**config.mk**
```make
export PLATFORM = sky130hd
export DESIGN_NAME = buck_start_seq
export DESIGN_NICKNAME = d
export VERILOG_FILES = /design/src/rtl/buck_start_seq.sv
export SDC_FILE = /design/constraint.sdc
export NUM_CORES = 1
export LEC_CHECK = 0
export BUFFER_PORTS_ARGS = -buffer_cell sky130_fd_sc_hd__buf_4
export CELL_PAD_IN_SITES_DETAIL_PLACEMENT = 0
export CELL_PAD_IN_SITES_GLOBAL_PLACEMENT = 1
export CORE_ASPECT_RATIO = 1.1
export CORE_UTILIZATION = 40
export CTS_BUF_LIST = sky130_fd_sc_hd__clkbuf_4
export CTS_CLUSTER_DIAMETER = 200
export DETAILED_ROUTE_END_ITERATION = 10
export GPL_ROUTABILITY_DRIVEN = 0
export PLACE_DENSITY_LB_ADDON = 0.1
export SLEW_MARGIN = 20
export SYNTH_ARGS = -nofsm -noshare
export SYNTH_HDL_FRONTEND = slang
export SYNTH_SLANG_ARGS = --single-unit
```
**constraint.sdc**
```tcl
create_clock -name clk -period 1.6 [get_ports clk]
set_input_delay 0.16 -clock clk [delete_from_list [all_inputs] [get_ports clk]]
set_output_delay 0.16 -clock clk [all_outputs]
set_load 0.02 [all_outputs]
```
**src/rtl/buck_start_seq.sv**
```systemverilog
module buck_start_seq #(
  parameter int WAKE_TICKS = 600,
  parameter int RAMP_W     = 10
) (
  input  logic              clk,
  input  logic              rst_n,
  input  logic              en_in,
  input  logic              uvlo_in,
  input  logic              ot_hot,
  input  logic              ot_cool,
  input  logic              fb_low,
  input  logic              tick,
  output logic              ref_wake,
  output logic              sw_en,
  output logic              skip_force,
  output logic [1:0]        freq_div,
  output logic              dis_on,
  output logic [RAMP_W-1:0] ramp_code
);
  localparam int WAKE_W = $clog2(WAKE_TICKS + 1);
  localparam logic [WAKE_W-1:0] WAKE_LAST = WAKE_W'(WAKE_TICKS - 1);
  localparam logic [RAMP_W-1:0] RAMP_FULL = '1;

  typedef enum logic [2:0] {S_OFF, S_WAKE, S_SOFT, S_RUN, S_THERM} st_t;

  st_t st, st_nx;
  logic [WAKE_W-1:0] wcnt;
  logic [RAMP_W-1:0] ramp;
  logic div3;

  wire active    = (st == S_WAKE) || (st == S_SOFT) || (st == S_RUN);
  wire wake_done = (st == S_WAKE) && tick && (wcnt == WAKE_LAST);
  wire ramp_done = (st == S_SOFT) && tick && (ramp == RAMP_FULL - 1'b1);

  always_comb begin
    st_nx = st;
    if (uvlo_in) st_nx = S_OFF;
    else begin
      case (st)
        S_OFF:   if (en_in) st_nx = S_WAKE;
        S_WAKE, S_SOFT, S_RUN: begin
          if (!en_in)         st_nx = S_OFF;
          else if (ot_hot)    st_nx = S_THERM;
          else if (wake_done) st_nx = S_SOFT;
          else if (ramp_done) st_nx = S_RUN;
        end
        S_THERM: if (ot_cool && !ot_hot) st_nx = en_in ? S_WAKE : S_OFF;
        default: st_nx = S_OFF;
      endcase
    end
  end

  always_ff @(posedge clk or negedge rst_n) begin
    if (!rst_n) begin
      st   <= S_OFF;
      wcnt <= '0;
      ramp <= '0;
      div3 <= 1'b0;
    end else begin
      st <= st_nx;

      if (st_nx != S_WAKE)              wcnt <= '0;
      else if (st == S_WAKE && tick)    wcnt <= wcnt + 1'b1;

      if (st_nx == S_SOFT) begin
        if (st == S_SOFT && tick && ramp != RAMP_FULL) ramp <= ramp + 1'b1;
      end else if (st_nx == S_RUN)      ramp <= RAMP_FULL;
      else                              ramp <= '0;

      if (st == S_WAKE && st_nx == S_SOFT) div3 <= fb_low;
      else if (st_nx != S_SOFT || !fb_low) div3 <= 1'b0;
    end
  end

  assign ref_wake   = active;
  assign sw_en      = (st == S_SOFT) || (st == S_RUN);
  assign skip_force = (st == S_SOFT);
  assign dis_on     = (st == S_OFF) || (st == S_THERM);
  assign ramp_code  = ramp;
  assign freq_div   = (st == S_SOFT && div3)  ? 2'b01 :
                      (st == S_RUN && fb_low) ? 2'b10 : 2'b00;
endmodule


```
After elaboration in Yosys (flattened, before gate mapping)
Cells that the tools add are included.
- muxes and demuxes: 18
- equal/unequal tests: 12
- multipliers: 0
- magnitude comparators: 0
- divide/modulo/power cells: 0
- bitwise operators: 0
- reductions and logical operators: 20
- shift operators: 0
- add/subtract/negate cells: 2
- operators with widths (kind ; number):
    10-bit 2-to-1 mux ; 5
    3-bit 2-to-1 mux ; 7
    10-bit by 1-bit adder with 10-bit output (second input constant) ; 2
    10-bit == test (second input constant) ; 2
    3-bit by 2-bit == test with 1-bit output (second input constant) ; 4
    10-bit inequality test (second input constant) ; 1
    1-bit logical AND ; 9
    3-bit one-hot mux with 3 select lines ; 1
    1-bit logical OR ; 5
    2-bit 2-to-1 mux ; 2
    2-bit nonzero test ; 2
    3-bit by 1-bit == test with 1-bit output (second input constant) ; 1
    3-bit == test (second input constant) ; 1
    3-bit logical NOT ; 1
    1-bit 2-to-1 mux ; 3
    3-bit by 1-bit inequality test with 1-bit output (second input constant) ; 1
    3-bit by 2-bit inequality test with 1-bit output (second input constant) ; 1
    3-bit OR reduction ; 1
    1-bit logical NOT ; 2
    2-bit by 1-bit inequality test with 1-bit output (second input constant) ; 1
- bits in latches: 0
- bits in writable memories: 0
- memory bits (read-only): 0
- input bits: 8
- word-level logic and storage cells: 56
- bits in registers: 24
- memories kept: 0
- output and inout port bits: 16

Longest topological paths before layout
- depth after elaboration: 13
- mapped depth: 7
- mapped depth without buffers: 6

Worst setup path before layout
No wires, ideal clock.
- path type: flip-flop to flip-flop
- from: reg ramp[0] (netlist: ramp_code[0])
- to: reg ramp[9] (netlist: ramp_code[9])
- path buffers: 1
- cell stages (with the launch flop): 8
- data required time: 1.468 ns
- library setup time: 0.132 ns
- path slack: -0.168 ns
- data arrival time: 1.636 ns
- period minus slack after synthesis: 1.768 ns
- cells stage by stage: dfrtp_1 > inv_1 > ha_1 > and4b_1 > a41o_1 > a31oi_1 > buf_2 > a31oi_1
- longest elaborated chain between the ends: 11
- elaborated cells between the ends (all ways): 17
- those cells by class: 1 x add/sub; 5 x eq/ne; 9 x mux; 2 x reduce/logical
- RTL lines (item ; line ; source):
    start, declared ; 28 ; logic [RAMP_W-1:0] ramp;
    start signal, assigned ; 66 ; if (st == S_SOFT && tick && ramp != RAMP_FULL) ramp <= ramp + 1'b1;
    10-bit == test ; 33 ; wire ramp_done = (st == S_SOFT) && tick && (ramp == RAMP_FULL - 1'b1);
    1-bit logical AND ; 33 ;
    3-bit 2-to-1 mux ; 45 ; else if (ramp_done) st_nx = S_RUN;
    3-bit 2-to-1 mux ; 44 ; else if (wake_done) st_nx = S_SOFT;
    3-bit 2-to-1 mux ; 43 ; else if (ot_hot) st_nx = S_THERM;
    3-bit 2-to-1 mux ; 42 ; if (!en_in) st_nx = S_OFF;
    3-bit one-hot mux with 3 select lines ; 39 ; case (st)
    3-bit 2-to-1 mux ; 37 ; if (uvlo_in) st_nx = S_OFF;
    3-bit by 2-bit == test with 1-bit output ; 67 ; end else if (st_nx == S_RUN) ramp <= RAMP_FULL;
    10-bit 2-to-1 mux ; 67 ;
    10-bit 2-to-1 mux ; 65 ; if (st_nx == S_SOFT) begin
Several ways; a longest one is shown, not always the timed one. The select of a mux whose other input is x is not followed.
A chain may end at the register's enable or synchronous reset.

Worst setup path after layout
- from: reg st[2]
- to: reg ramp[9] (netlist: ramp_code[9])
- longest elaborated chain between the ends: 12
- elaborated cells between the ends (all ways): 24
- those cells by class: 7 x eq/ne; 10 x mux; 7 x reduce/logical
- RTL lines (item ; line ; source):
    start, declared ; 26 ; st_t st, st_nx;
    start signal, assigned ; 60 ; st <= st_nx;
    3-bit by 2-bit == test with 1-bit output ; 33, 39, 66 ;
    1-bit logical AND ; 33, 66 ;
    1-bit logical AND ; 33 ;
    3-bit 2-to-1 mux ; 45 ;
    3-bit 2-to-1 mux ; 44 ;
    3-bit 2-to-1 mux ; 43 ;
    3-bit 2-to-1 mux ; 42 ;
    3-bit one-hot mux with 3 select lines ; 39 ;
    3-bit 2-to-1 mux ; 37 ;
    3-bit by 2-bit == test with 1-bit output ; 67 ;
    10-bit 2-to-1 mux ; 67 ;
    10-bit 2-to-1 mux ; 65 ;
Several ways; a longest one is shown, not always the timed one.

==> run_results.csv <==
group,metric,value,unit
outcome,status,"finished with violations",
outcome,failed_checks,"setup timing",
clock_network,clkLatencyLatePin,0.32,ns
routing,vias,1449,
layout,mostFrequentLayoutCells,"buf_4 (61), dfrtp_1 (19), buf_6 (9)",
timing,hold_violations,0,
die,core,3390,sq um
routing,drt_iter0_markers,91,
timing,final-max-slew-violation-count,0,
setup_path,endpoint_kind,"flop",
setup_path,rrSetupSlack,-0.06,ns
synthesis,syn-cell-area,1430,sq um
timing,setup_tns,-0.890,ns
pwr,ir_drop,0.279,mV
routing,vias_per_cell,5.45,
timing,fin_worst_skew,0.0111,ns
layout,syn_to_final_growth,58.8,%
job,maxCapViolCount,0,
die,start_util,42.3,%
pwr,powerDensity,534,nW/um^2
clock_network,cts_tree,"yes",
synthesis,avgSynthCellArea,9.67,sq um
setup_path,worst_path_largest_cell_delay,0.51,ns
timing,slew_headroom,75.3,%
clock_network,ctsLongestPathBuffers,2,
layout,final_nets,230,
timing,timing.hold.ws,0.139,ns
pwr,total_power,1.21,mW
die,die_h,64.7,um
timing,post-route-min-period,1.66,ns
synthesis,yosys.cell_types.count,44,
timing,fmax,0.601,GHz
die,die-area,3820,sq um
setup_path,cp_slowest_cell,"or4_4",
clock_network,clk_pin_slew,0.15,ns
routing,top_layer,"met4",
timing,fin_ws,-0.0629,ns
worst_hold_path,hold_class,"in -> reg",
layout,drive_gt1_share,50.9,%
placement,dpl_cell_area,1930,sq um
setup_path,crit_path_max_fanout,6,
synthesis,synth_cells,148,
routing,totalWireLength,4.01,mm
synthesis,synth-seq-cells,24,
layout,finalCoreUtilization,67.1,%
pwr,leakage,0.966,nW
synthesis,synth_adder_area_share,2.62,%
routing,drt-met1-wl,1.64,mm
global_route,grt_first_pass_wirelength,6.84,mm
routing,drt_first_pass_iters,4,
routing,ant_nets,0,
clock_network,cts_inserted_buffers,3,
routing,wl_per_cell,15.1,um
routing,drc,0,
synthesis,synth_top_family_by_area,"simple AND/OR/NAND/NOR gates",
layout,postLayoutCellArea,2270,sq um
setup_path,arrival,1.92,ns
setup_path,cp_top_family,"simple AND/OR/NAND/NOR gates",
routing,dr_wl_met2,2.22,mm
synthesis,syn_nets,159,
setup_path,worstSetupPathType,"reg -> reg",
clock_network,cts.sinks,24,
placement,dp_hpwl,2.63,mm
layout,final_common_cell,"buf_4",
synthesis,synth-xor-area-share,6.73,%
timing,tightest_slew,0.370,ns
timing,setup_violations,22,
synthesis,synth_simple_gate_area_share,29.1,%
synthesis,synth_warnings,0,
setup_path,startpoint_type,"flop",
global_route,grt_max_degree,25,
die,rows,22,
clock_network,root_buffer,"clkbuf_4",
timing,rsz0062_at_grt,"true",
clock_network,h-tree-depth,1,
timing,fin_crit_sh,104,%
synthesis,synth_compound_area_share,13.4,%
die,fp.dieW,59.0,um
layout,n_antenna_cell,0,
setup_path,path_cells,"and4bb_2 > o31ai_4 > or4_4 > a31oi_1",
global_route,grt-ovfl-total,0,
global_route,antenna_found_initial,0,
routing,route.met3.wl,84,um
global_route,grt_usage,23.2,%
synthesis,ys_seq_area_share,42.0,%
placement,portBuffers,23,
die,ios,24,
synthesis,synth_mux_area_share,0.699,%
setup_path,critPathRequiredTime,1.86,ns
setup_path,crit_buf_inv,0,
global_route,grt_pass1_vias,1502,
-- cell families after synthesis --
| group | after synthesis |
|---|---|
| AOI/OAI and AO/OA | 26 |
| xor gates and xnor gates | 11 |
| adders and majority gates | 3 |
| buffers and inverters | 16 |
| DFF | 24 |
| muxes | 1 |
| and+or+nand+nor | 67 |
-- stage by stage --
step / setup WS [ns] / cells
4_1_cts: -0.0476 / 263
6_report: -0.0629 / 266
5_1_grt: -0.163 / 266
3_5_place_dp: -0.229 / 247
2_1_floorplan: -0.00473 / 148
3_3_place_gp: -0.165 / 247
-- worst paths after layout --
| kind | startpoint | endpoint | cells past startpoint |
|---|---|---|---|
| worst min-delay path | fb_low | div3 | 2 |
| worst max-delay path | st[2] | ramp_code[9] | 4 |
| min in group asynchronous | rst_n | ramp_code[9] | 2 |
| max in group asynchronous | rst_n | st[2] | 2 |
| worst max register to register | st[2] | ramp_code[9] | 4 |
| worst min register to register | wcnt[9] | wcnt[9] | 3 |
-- state kept, by name (all words and copies together), names as in the netlist --
signal / cells
div3: 1
ramp_code: 10
st: 3
wcnt: 10
-- layout make-up --
| class | count | area [sq um] |
|---|---|---|
| Fill cell | 275 | 1110 |
| Multi-Input combinational cell | 109 | 913 |
| Timing Repair Buffer | 74 | 614 |
| Sequential cell | 24 | 607 |
| Tap cell | 48 | 60.1 |
| Clock inverter | 1 | 30.0 |
| Inverter | 7 | 26.3 |
| Clock buffer | 3 | 22.5 |
-- timing repair --
action                                 4_1_cts  5_1_grt
pin swaps                                    6        5
hold buffers                                 2        0
gates resized for setup                     29        8
setup endpoints to repair                   25       26
endpoints found under the hold margin       25        0
setup buffers                                9        3
gates cloned                                 1        0
-- per-layer routing --
layer / GRT usage, % / vias up
met5: 0 / -
met4: 5.65 / 0
met3: 1.80 / 6
met2: 43.8 / 22
met1: 27.6 / 721
li1: - / 700
-- power by group --
part | switching [mW] | internal (mW) | leakage (nW)
logic | 0.0731 | 0.0733 | 0.611
clock network | 0.200 | 0.253 | 0.0279
registers | 0.00414 | 0.610 | 0.326
-- cell usage after synthesis --
library cell  instances  area share, %
inv_1                 6            1.6
nand3_1               7            2.4
and3_1                2           0.87
nor3_1               11            3.8
buf_4                 1           0.52
a31o_2                2            1.2
xnor2_1               8            4.9
nand2_1               8            2.1
a41oi_1               1           0.61
o21ba_2               1           0.70
buf_2                 6            2.1
or3_1                 2           0.87
inv_2                 1           0.26
dfrtp_1              24             42
nor2_2                1           0.44
o31ai_1               4            2.1
xor2_1                3            1.8
and4bb_1              3            2.6
and2_1                2           0.87
o21ai_0               2           0.70
a2111oi_0             1           0.61
nand4bb_1             2            1.6
a221oi_1              1           0.61
and4_1                1           0.61
nor2_1                5            1.3
a21oi_1               2           0.70
a211oi_1              2            1.0
and4b_1               1           0.70
nor4bb_1              1           0.70
nor2b_1               2           0.87
buf_6                 1           0.79
a31oi_1               8            3.5
nor3b_1               2            1.0
or2_1                 1           0.44
ha_1                  3            2.6
a41o_1                1           0.70
nand4_1               5            2.2
nor4_2                1           0.87
o211ai_2              1           0.87
mux2i_1               1           0.70
nand2b_1              3            1.3
nor4_1                3            1.3
or4_1                 4            2.1
clkbuf_1              1           0.26
Note: power is estimated with default switching activity, not from simulation.
